<file path="src/rtl/irc_pkg.sv">
package irc_pkg;
  localparam int unsigned WORD_W = 32;
  localparam int unsigned BE_W   = WORD_W / 8;
  localparam int unsigned SLOT_W = 3;
  localparam int unsigned CODE_W = 6;
  localparam int unsigned LVL_W  = 3;
  localparam int unsigned SRC_PER_WORD = 4;

  localparam logic [SLOT_W-1:0] SLOT_STATUS = 3'd0;
  localparam logic [SLOT_W-1:0] SLOT_THRESH = 3'd1;
  localparam logic [SLOT_W-1:0] SLOT_LVL0   = 3'd4;

  localparam logic [CODE_W-1:0] SRC_CODE_BASE = 6'd16;
  localparam logic [CODE_W-1:0] BYP_CODE      = 6'd32;
  localparam logic [WORD_W-1:0] STATUS_DEFAULT = 32'h0000_FFFF;
endpackage

</file>
<file path="src/rtl/irc_edge.sv">
module irc_edge #(
  parameter int unsigned W = 17
) (
  input  logic         clk,
  input  logic         rst,
  input  logic [W-1:0] line_i,
  output logic [W-1:0] rise_o
);
  logic [W-1:0] prev_q;

  always_ff @(posedge clk) begin
    if (rst) prev_q <= '0;
    else     prev_q <= line_i;
  end

  assign rise_o = line_i & ~prev_q;
endmodule

</file>
<file path="src/rtl/irc_regbank.sv">
module irc_regbank
  import irc_pkg::*;
#(
  parameter int unsigned NUM_SRC = 16
) (
  input  logic                          clk,
  input  logic                          rst,
  input  logic                          srst,
  input  logic                          wr,
  input  logic [SLOT_W-1:0]             slot,
  input  logic [BE_W-1:0]               be,
  input  logic [WORD_W-1:0]             wdata,
  input  logic [NUM_SRC-1:0]            rise,
  output logic [WORD_W-1:0]             rdata,
  output logic [WORD_W-1:0]             thresh_o,
  output logic [NUM_SRC-1:0][LVL_W-1:0] level_o
);
  localparam int unsigned NLW = NUM_SRC / SRC_PER_WORD;
  localparam int unsigned LANE_W = WORD_W / SRC_PER_WORD;

  logic [WORD_W-1:0]          status_q, thresh_q;
  logic [NLW-1:0][WORD_W-1:0] lvl_q;
  logic [WORD_W-1:0]          status_wr, clr_mask;

  function automatic logic [WORD_W-1:0] merge_lanes(
    input logic [WORD_W-1:0] old_w,
    input logic [WORD_W-1:0] new_w,
    input logic [BE_W-1:0]   en);
    logic [WORD_W-1:0] res;
    res = old_w;
    for (int b = 0; b < int'(BE_W); b++)
      if (en[b]) res[b*8 +: 8] = new_w[b*8 +: 8];
    return res;
  endfunction

  assign clr_mask  = {{(WORD_W-NUM_SRC){1'b0}}, rise};
  assign status_wr = (wr && slot == SLOT_STATUS) ? merge_lanes(status_q, wdata, be) : status_q;

  always_ff @(posedge clk) begin
    if (rst || srst) begin
      status_q <= STATUS_DEFAULT;
      thresh_q <= '0;
    end else begin
      status_q <= status_wr & ~clr_mask;
      if (wr && slot == SLOT_THRESH) thresh_q <= merge_lanes(thresh_q, wdata, be);
    end
  end

  for (genvar r = 0; r < int'(NLW); r++) begin : g_lvl
    always_ff @(posedge clk) begin
      if (rst || srst) lvl_q[r] <= '0;
      else if (wr && slot == SLOT_LVL0 + SLOT_W'(r)) lvl_q[r] <= merge_lanes(lvl_q[r], wdata, be);
    end
  end

  for (genvar s = 0; s < int'(NUM_SRC); s++) begin : g_field
    assign level_o[s] = lvl_q[s / SRC_PER_WORD][(s % SRC_PER_WORD) * LANE_W +: LVL_W];
  end

  assign thresh_o = thresh_q;

  always_comb begin
    rdata = '0;
    if (slot == SLOT_STATUS) rdata = status_q;
    if (slot == SLOT_THRESH) rdata = thresh_q;
    for (int r = 0; r < int'(NLW); r++)
      if (slot == SLOT_LVL0 + SLOT_W'(r)) rdata = lvl_q[r];
  end

  // an edge leaves its status bit at 0 even under a status write
  assert_edge_clears_R4: assert property (@(posedge clk) disable iff (rst)
    (!srst && rise != '0) |=> ((status_q[NUM_SRC-1:0] & $past(rise)) == '0));

  // soft restore yields the default register image
  assert_soft_default_R10: assert property (@(posedge clk) disable iff (rst)
    srst |=> (status_q == STATUS_DEFAULT && thresh_q == '0));
endmodule

</file>
<file path="src/rtl/irc_arb.sv">
module irc_arb
  import irc_pkg::*;
#(
  parameter int unsigned NUM_SRC = 16
) (
  input  logic               clk,
  input  logic               rst,
  input  logic               srst,
  input  logic [NUM_SRC-1:0] req_i,
  input  logic               byp_req_i,
  input  logic               ready_i,
  output logic               valid_o,
  output logic [CODE_W-1:0]  code_o
);
  localparam int unsigned IDX_W = $clog2(NUM_SRC);

  logic [NUM_SRC-1:0] pend_q, pop_vec;
  logic               byp_q, out_v_q, take, pick_hit;
  logic [IDX_W-1:0]   pick_idx;
  logic [CODE_W-1:0]  out_code_q, pick_code;

  always_comb begin
    pick_hit = 1'b0;
    pick_idx = '0;
    for (int i = int'(NUM_SRC) - 1; i >= 0; i--)
      if (pend_q[i]) begin
        pick_hit = 1'b1;
        pick_idx = IDX_W'(i);
      end
  end

  assign take      = !out_v_q || ready_i;
  assign pick_code = byp_q ? BYP_CODE : SRC_CODE_BASE + CODE_W'(pick_idx);
  assign pop_vec   = (take && !byp_q && pick_hit) ? (NUM_SRC'(1) << pick_idx) : '0;

  always_ff @(posedge clk) begin
    if (rst || srst) begin
      pend_q     <= '0;
      byp_q      <= 1'b0;
      out_v_q    <= 1'b0;
      out_code_q <= '0;
    end else begin
      pend_q <= (pend_q & ~pop_vec) | req_i;
      byp_q  <= (byp_q && !take) || byp_req_i;
      if (take) begin
        out_v_q    <= byp_q || pick_hit;
        out_code_q <= pick_code;
      end
    end
  end

  assign valid_o = out_v_q;
  assign code_o  = out_code_q;

  // a stalled entry holds its code
  assert_hold_R7: assert property (@(posedge clk) disable iff (rst)
    (out_v_q && !ready_i && !srst) |=> (out_v_q && $stable(out_code_q)));

  // presented codes lie in the defined range
  assert_code_range_R6: assert property (@(posedge clk) disable iff (rst)
    out_v_q |-> (out_code_q >= SRC_CODE_BASE && out_code_q <= BYP_CODE));

  // a queued bypass is the next entry presented
  assert_byp_first_R8: assert property (@(posedge clk) disable iff (rst)
    (byp_q && take && !srst) |=> (out_v_q && out_code_q == BYP_CODE));

  // nothing appears when nothing is queued
  assert_idle_R7: assert property (@(posedge clk) disable iff (rst)
    (!out_v_q && pend_q == '0 && !byp_q) |=> !out_v_q);
endmodule

</file>
<file path="src/rtl/edge_irq_ctrl.sv">
module edge_irq_ctrl
  import irc_pkg::*;
#(
  parameter int unsigned NUM_SRC = 16
) (
  input  logic                clk,
  input  logic                rst,
  input  logic                soft_rst,
  input  logic [NUM_SRC-1:0]  src_i,
  input  logic                byp_i,
  input  logic                bus_wr,
  input  logic [SLOT_W-1:0]   bus_addr,
  input  logic [BE_W-1:0]     bus_be,
  input  logic [WORD_W-1:0]   bus_wdata,
  output logic [WORD_W-1:0]   bus_rdata,
  output logic                irq_valid,
  input  logic                irq_ready,
  output logic [CODE_W-1:0]   irq_code
);
  logic [NUM_SRC:0]              rise_all;
  logic [NUM_SRC-1:0]            src_rise, qual;
  logic [WORD_W-1:0]             thresh;
  logic [NUM_SRC-1:0][LVL_W-1:0] level;

  irc_edge #(.W(NUM_SRC + 1)) u_edge (
    .clk    (clk),
    .rst    (rst),
    .line_i ({byp_i, src_i}),
    .rise_o (rise_all)
  );

  assign src_rise = rise_all[NUM_SRC-1:0];

  irc_regbank #(.NUM_SRC(NUM_SRC)) u_regs (
    .clk      (clk),
    .rst      (rst),
    .srst     (soft_rst),
    .wr       (bus_wr),
    .slot     (bus_addr),
    .be       (bus_be),
    .wdata    (bus_wdata),
    .rise     (src_rise),
    .rdata    (bus_rdata),
    .thresh_o (thresh),
    .level_o  (level)
  );

  for (genvar s = 0; s < int'(NUM_SRC); s++) begin : g_qual
    assign qual[s] = src_rise[s] && ({{(WORD_W-LVL_W){1'b0}}, level[s]} > thresh);
  end

  irc_arb #(.NUM_SRC(NUM_SRC)) u_arb (
    .clk       (clk),
    .rst       (rst),
    .srst      (soft_rst),
    .req_i     (qual),
    .byp_req_i (rise_all[NUM_SRC]),
    .ready_i   (irq_ready),
    .valid_o   (irq_valid),
    .code_o    (irq_code)
  );
endmodule

</file>
<file path="config.mk">
export PLATFORM = sky130hd
export DESIGN_NAME = edge_irq_ctrl
export DESIGN_NICKNAME = d
export VERILOG_FILES = /design/src/rtl/irc_pkg.sv /design/src/rtl/irc_edge.sv /design/src/rtl/irc_regbank.sv /design/src/rtl/irc_arb.sv /design/src/rtl/edge_irq_ctrl.sv
export SDC_FILE = /design/constraint.sdc
export NUM_CORES = 1
export LEC_CHECK = 0
export BUFFER_PORTS_ARGS = -buffer_cell sky130_fd_sc_hd__buf_2
export CAP_MARGIN = 20
export CORE_MARGIN = 5
export CORE_UTILIZATION = 60
export DETAILED_ROUTE_END_ITERATION = 12
export PLACE_DENSITY = 0.81
export RECOVER_POWER = 100
export SETUP_SLACK_MARGIN = 0.02
export SLEW_MARGIN = 10
export SYNTH_ARGS = -nofsm -noshare
export SYNTH_HDL_FRONTEND = slang
export SYNTH_SLANG_ARGS = --single-unit
</file>
<file path="constraint.sdc">
create_clock -name clk -period 2.25 [get_ports clk]
set_clock_uncertainty 0.05 [all_clocks]
set_input_delay 0.225 -clock clk [delete_from_list [all_inputs] [get_ports clk]]
set_output_delay 0.225 -clock clk [all_outputs]
set_load 0.1 [all_outputs]
</file>
==> impl_metrics.json <==
{
  "outcome": "finished clean",
  "root_buffer": "clkbuf_16",
  "area_growth_syn_to_layout_pct": 23.2,
  "fill_cells": 1347,
  "io_buffer_count": 99,
  "cts_resized": 0,
  "clockBufferDepth": 3,
  "insertion_delay_ns": 0.54,
  "diodes": 0,
  "vdd_drop_max_v": 0.000584,
  "worstPathArrival_ns": 2.54,
  "netSwitchingFraction_pct": 25.2,
  "fin_area_um2": 13900,
  "syn_area_per_cell_um2": 7.90,
  "yosysWarnings": 0,
  "hpwl_um": 24800,
  "final_nets": 1685,
  "rsz0062_at_grt": "false",
  "leakage_uw": 0.00513,
  "path_delay_family": "simple AND/OR/NAND/NOR gates",
  "post-route-drc-count": 0,
  "placed_cell_area_um2": 13000,
  "die_y_um": 147,
  "syn_area_um2": 11300,
  "grt_pass1_vias": 11100,
  "p_clk_share_pct": 44.5,
  "worstPathMaxFanout": 7,
  "grt_pass1_wl_um": 58600,
  "track_usage_pct": 33.0,
  "grt_max_degree": 44,
  "cts-htree-levels": 1,
  "drt_iter0_drc": 1431,
  "antenna_found_initial": 0,
  "ioPinCount": 100,
  "drv_slew": 0,
  "p_sw_uw": 2360,
  "ys_types": 40,
  "setup_viol": 0,
  "seq_power_share_pct": 45.0,
  "worstMarginPinSlew_ns": 1.16,
  "powerDensity_nw_per_um2": 670,
  "synth_cells": 1432,
  "overflow": 0,
  "syn_nets": 1541,
  "criticalPathCategory": "reg -> reg",
  "yosysSeqAreaShare_pct": 41.2,
  "placementRows": 50,
  "drive_above_1_share_pct": 15.3,
  "die-area_um2": 21700,
  "crit_chain": "or4_1 -> nor3b_2 -> nand2_1 -> o21ai_0 -> a21oi_1",
  "finalHoldViolCount": 0,
  "drv_cap": 0,
  "max_freq_ghz": 0.460,
  "slowest_stage": "or4_1",
  "hold_class": "in -> reg",
  "setup_ws_ns": 0.0750,
  "required_ns": 2.61,
  "ant_nets": 0,
  "ys_ff_latch": 233,
  "dr.pass1.iters": 6,
  "worst_setup_path_start_kind": "flop",
  "final_common_cell": "nand2_1",
  "cp_num_buf_inv": 0,
  "initial_core_util_pct": 60.7,
  "viasPerCell": 6.37,
  "min_period_ns": 2.18,
  "place_ws_ns": 0.147,
  "die-width_um": 147,
  "critPathMaxStageDelay_ns": 0.61,
  "whs_ns": 0.0222,
  "timing.final.crit_share_pct": 96.7,
  "routed_wirelength_um": 36900,
  "layout_common_cells": "nand2_1, dfxtp_1, a21oi_1",
  "cts_tree": "done",
  "wire_per_inst_um": 20.2,
  "cts_buffers": 25,
  "cts_sinks": 233,
  "p_comb_share_pct": 10.5,
  "core-area_um2": 18600,
  "place_congestion": 0.913,
  "end_kind": "flop",
  "cts.reportedPaths.clkPinSlew_ns": 0.06,
  "max-slew-margin-rel_pct": 22.7,
  "p_int_uw": 6980,
  "via_count": 11600
}
## Yosys cell counts, drive strengths merged
master	instances	area share (%)
nand2	249	8.3
dfxtp	233	41
a21oi	232	10
nand3	194	8.6
clkbuf	87	2.9
o21ai	65	2.9
nor2b	53	2.9
nor2	51	1.7
ha	48	5.3
mux2i	48	4.2
a22o	32	2.5
mux2	28	2.8
inv	25	0.83
o21a	16	1.1
o2111ai	15	1.2
nor4	10	0.55
buf	9	0.33
nor3	7	0.40
o31ai	4	0.27
a21o	3	0.21
nand2b	3	0.17
or2	3	0.17
nand4	2	0.11
o211ai	2	0.13
o41ai	2	0.22
or4	2	0.17
a221oi	1	0.077
a22oi	1	0.066
a2bb2oi	1	0.077
a31oi	1	0.055
and2	1	0.055
nor3b	1	0.11
o221ai	1	0.077
o32ai	1	0.14
or3	1	0.066
## worst min-delay path, delay by kind of cell
kind,cells,cell delay (ns)
AO/OA/AOI/OAI,1,0.05
AND/OR/NAND/NOR,1,0.11
buffers and inverters,1,0.18
## cell type report
type	count	area [um2]	area share [%]
Sequential cell	233	4660	33.5
Tap cell	234	293	2.10
Multi-Input combinational cell	1078	6270	45.0
Timing Repair Buffer	213	1780	12.8
Clock buffer	40	782	5.61
Inverter	25	93.8	0.673
Clock inverter	5	57.6	0.413
## stage by stage
stage	power, uW	utilization [%]	setup TNS, ns	cells
6_report	9340	74.8	0	1828
5_1_grt	9560	74.8	0	1828
3_3_place_gp	5210	69.5	0	1734
4_1_cts	9360	76.6	0	1828
2_1_floorplan	4810	-	-0.490	1432
3_5_place_dp	5210	69.5	0	1734
## path summary, 6_finish.rpt
kind	to	cells past startpoint	slack (ns)	start
max reg2reg	u_arb.pend_q[12]	5	0.07	u_arb.pend_q[7]
min	u_regs.lvl_q[71]	3	0.02	bus_be[0]
min reg2reg	u_regs.lvl_q[126]	2	0.40	u_regs.lvl_q[126]
max	u_arb.pend_q[12]	5	0.07	u_arb.pend_q[7]
## routing by layer
layer / track usage (%) / wire (um)
met1: 44.0 / 14500
met4: 14.4 / 1780
met5: 0 / 0
met2: 53.5 / 17100
met3: 4.97 / 3520
## registers in the layout (all words and copies together) (netlist names)
register         cells
u_edge.prev_q       17
u_arb.valid_o        1
u_arb.byp_q          1
u_regs.lvl_q        80
u_regs.status_q     32
u_regs.level_o      48
u_arb.pend_q        16
u_regs.thresh_o     32
u_arb.code_o         6
## power groups by stage
stage / Sequential (uW) / Combinational [uW] / Clock [uW]
finish: 4200 / 982 / 4150
global route: 4200 / 1030 / 4330
CTS: 4200 / 995 / 4170
detailed placement: 4290 / 923 / 0
global placement: 4290 / 916 / 0
floorplan: 4300 / 507 / 0
## logic make-up (layout without fill, tap and decap cells)
kind of cell	after synthesis	after routing	share of synthesized area, %
AO/OA/AOI/OAI	377	377	19.2
flip-flops	233	233	41.2
buffers and inverters	121	283	4.05
adder cells (fa/ha/maj)	48	48	5.31
AND/OR/NAND/NOR	577	577	23.2
multiplexers	76	76	7.03
## what timing repair did
action,4_1_cts,5_1_grt
endpoints found under the hold margin,189,0
buffers inserted,0,0
setup endpoints to repair,0,0
hold buffers,49,0
Power figures use the tool's default switching activity.
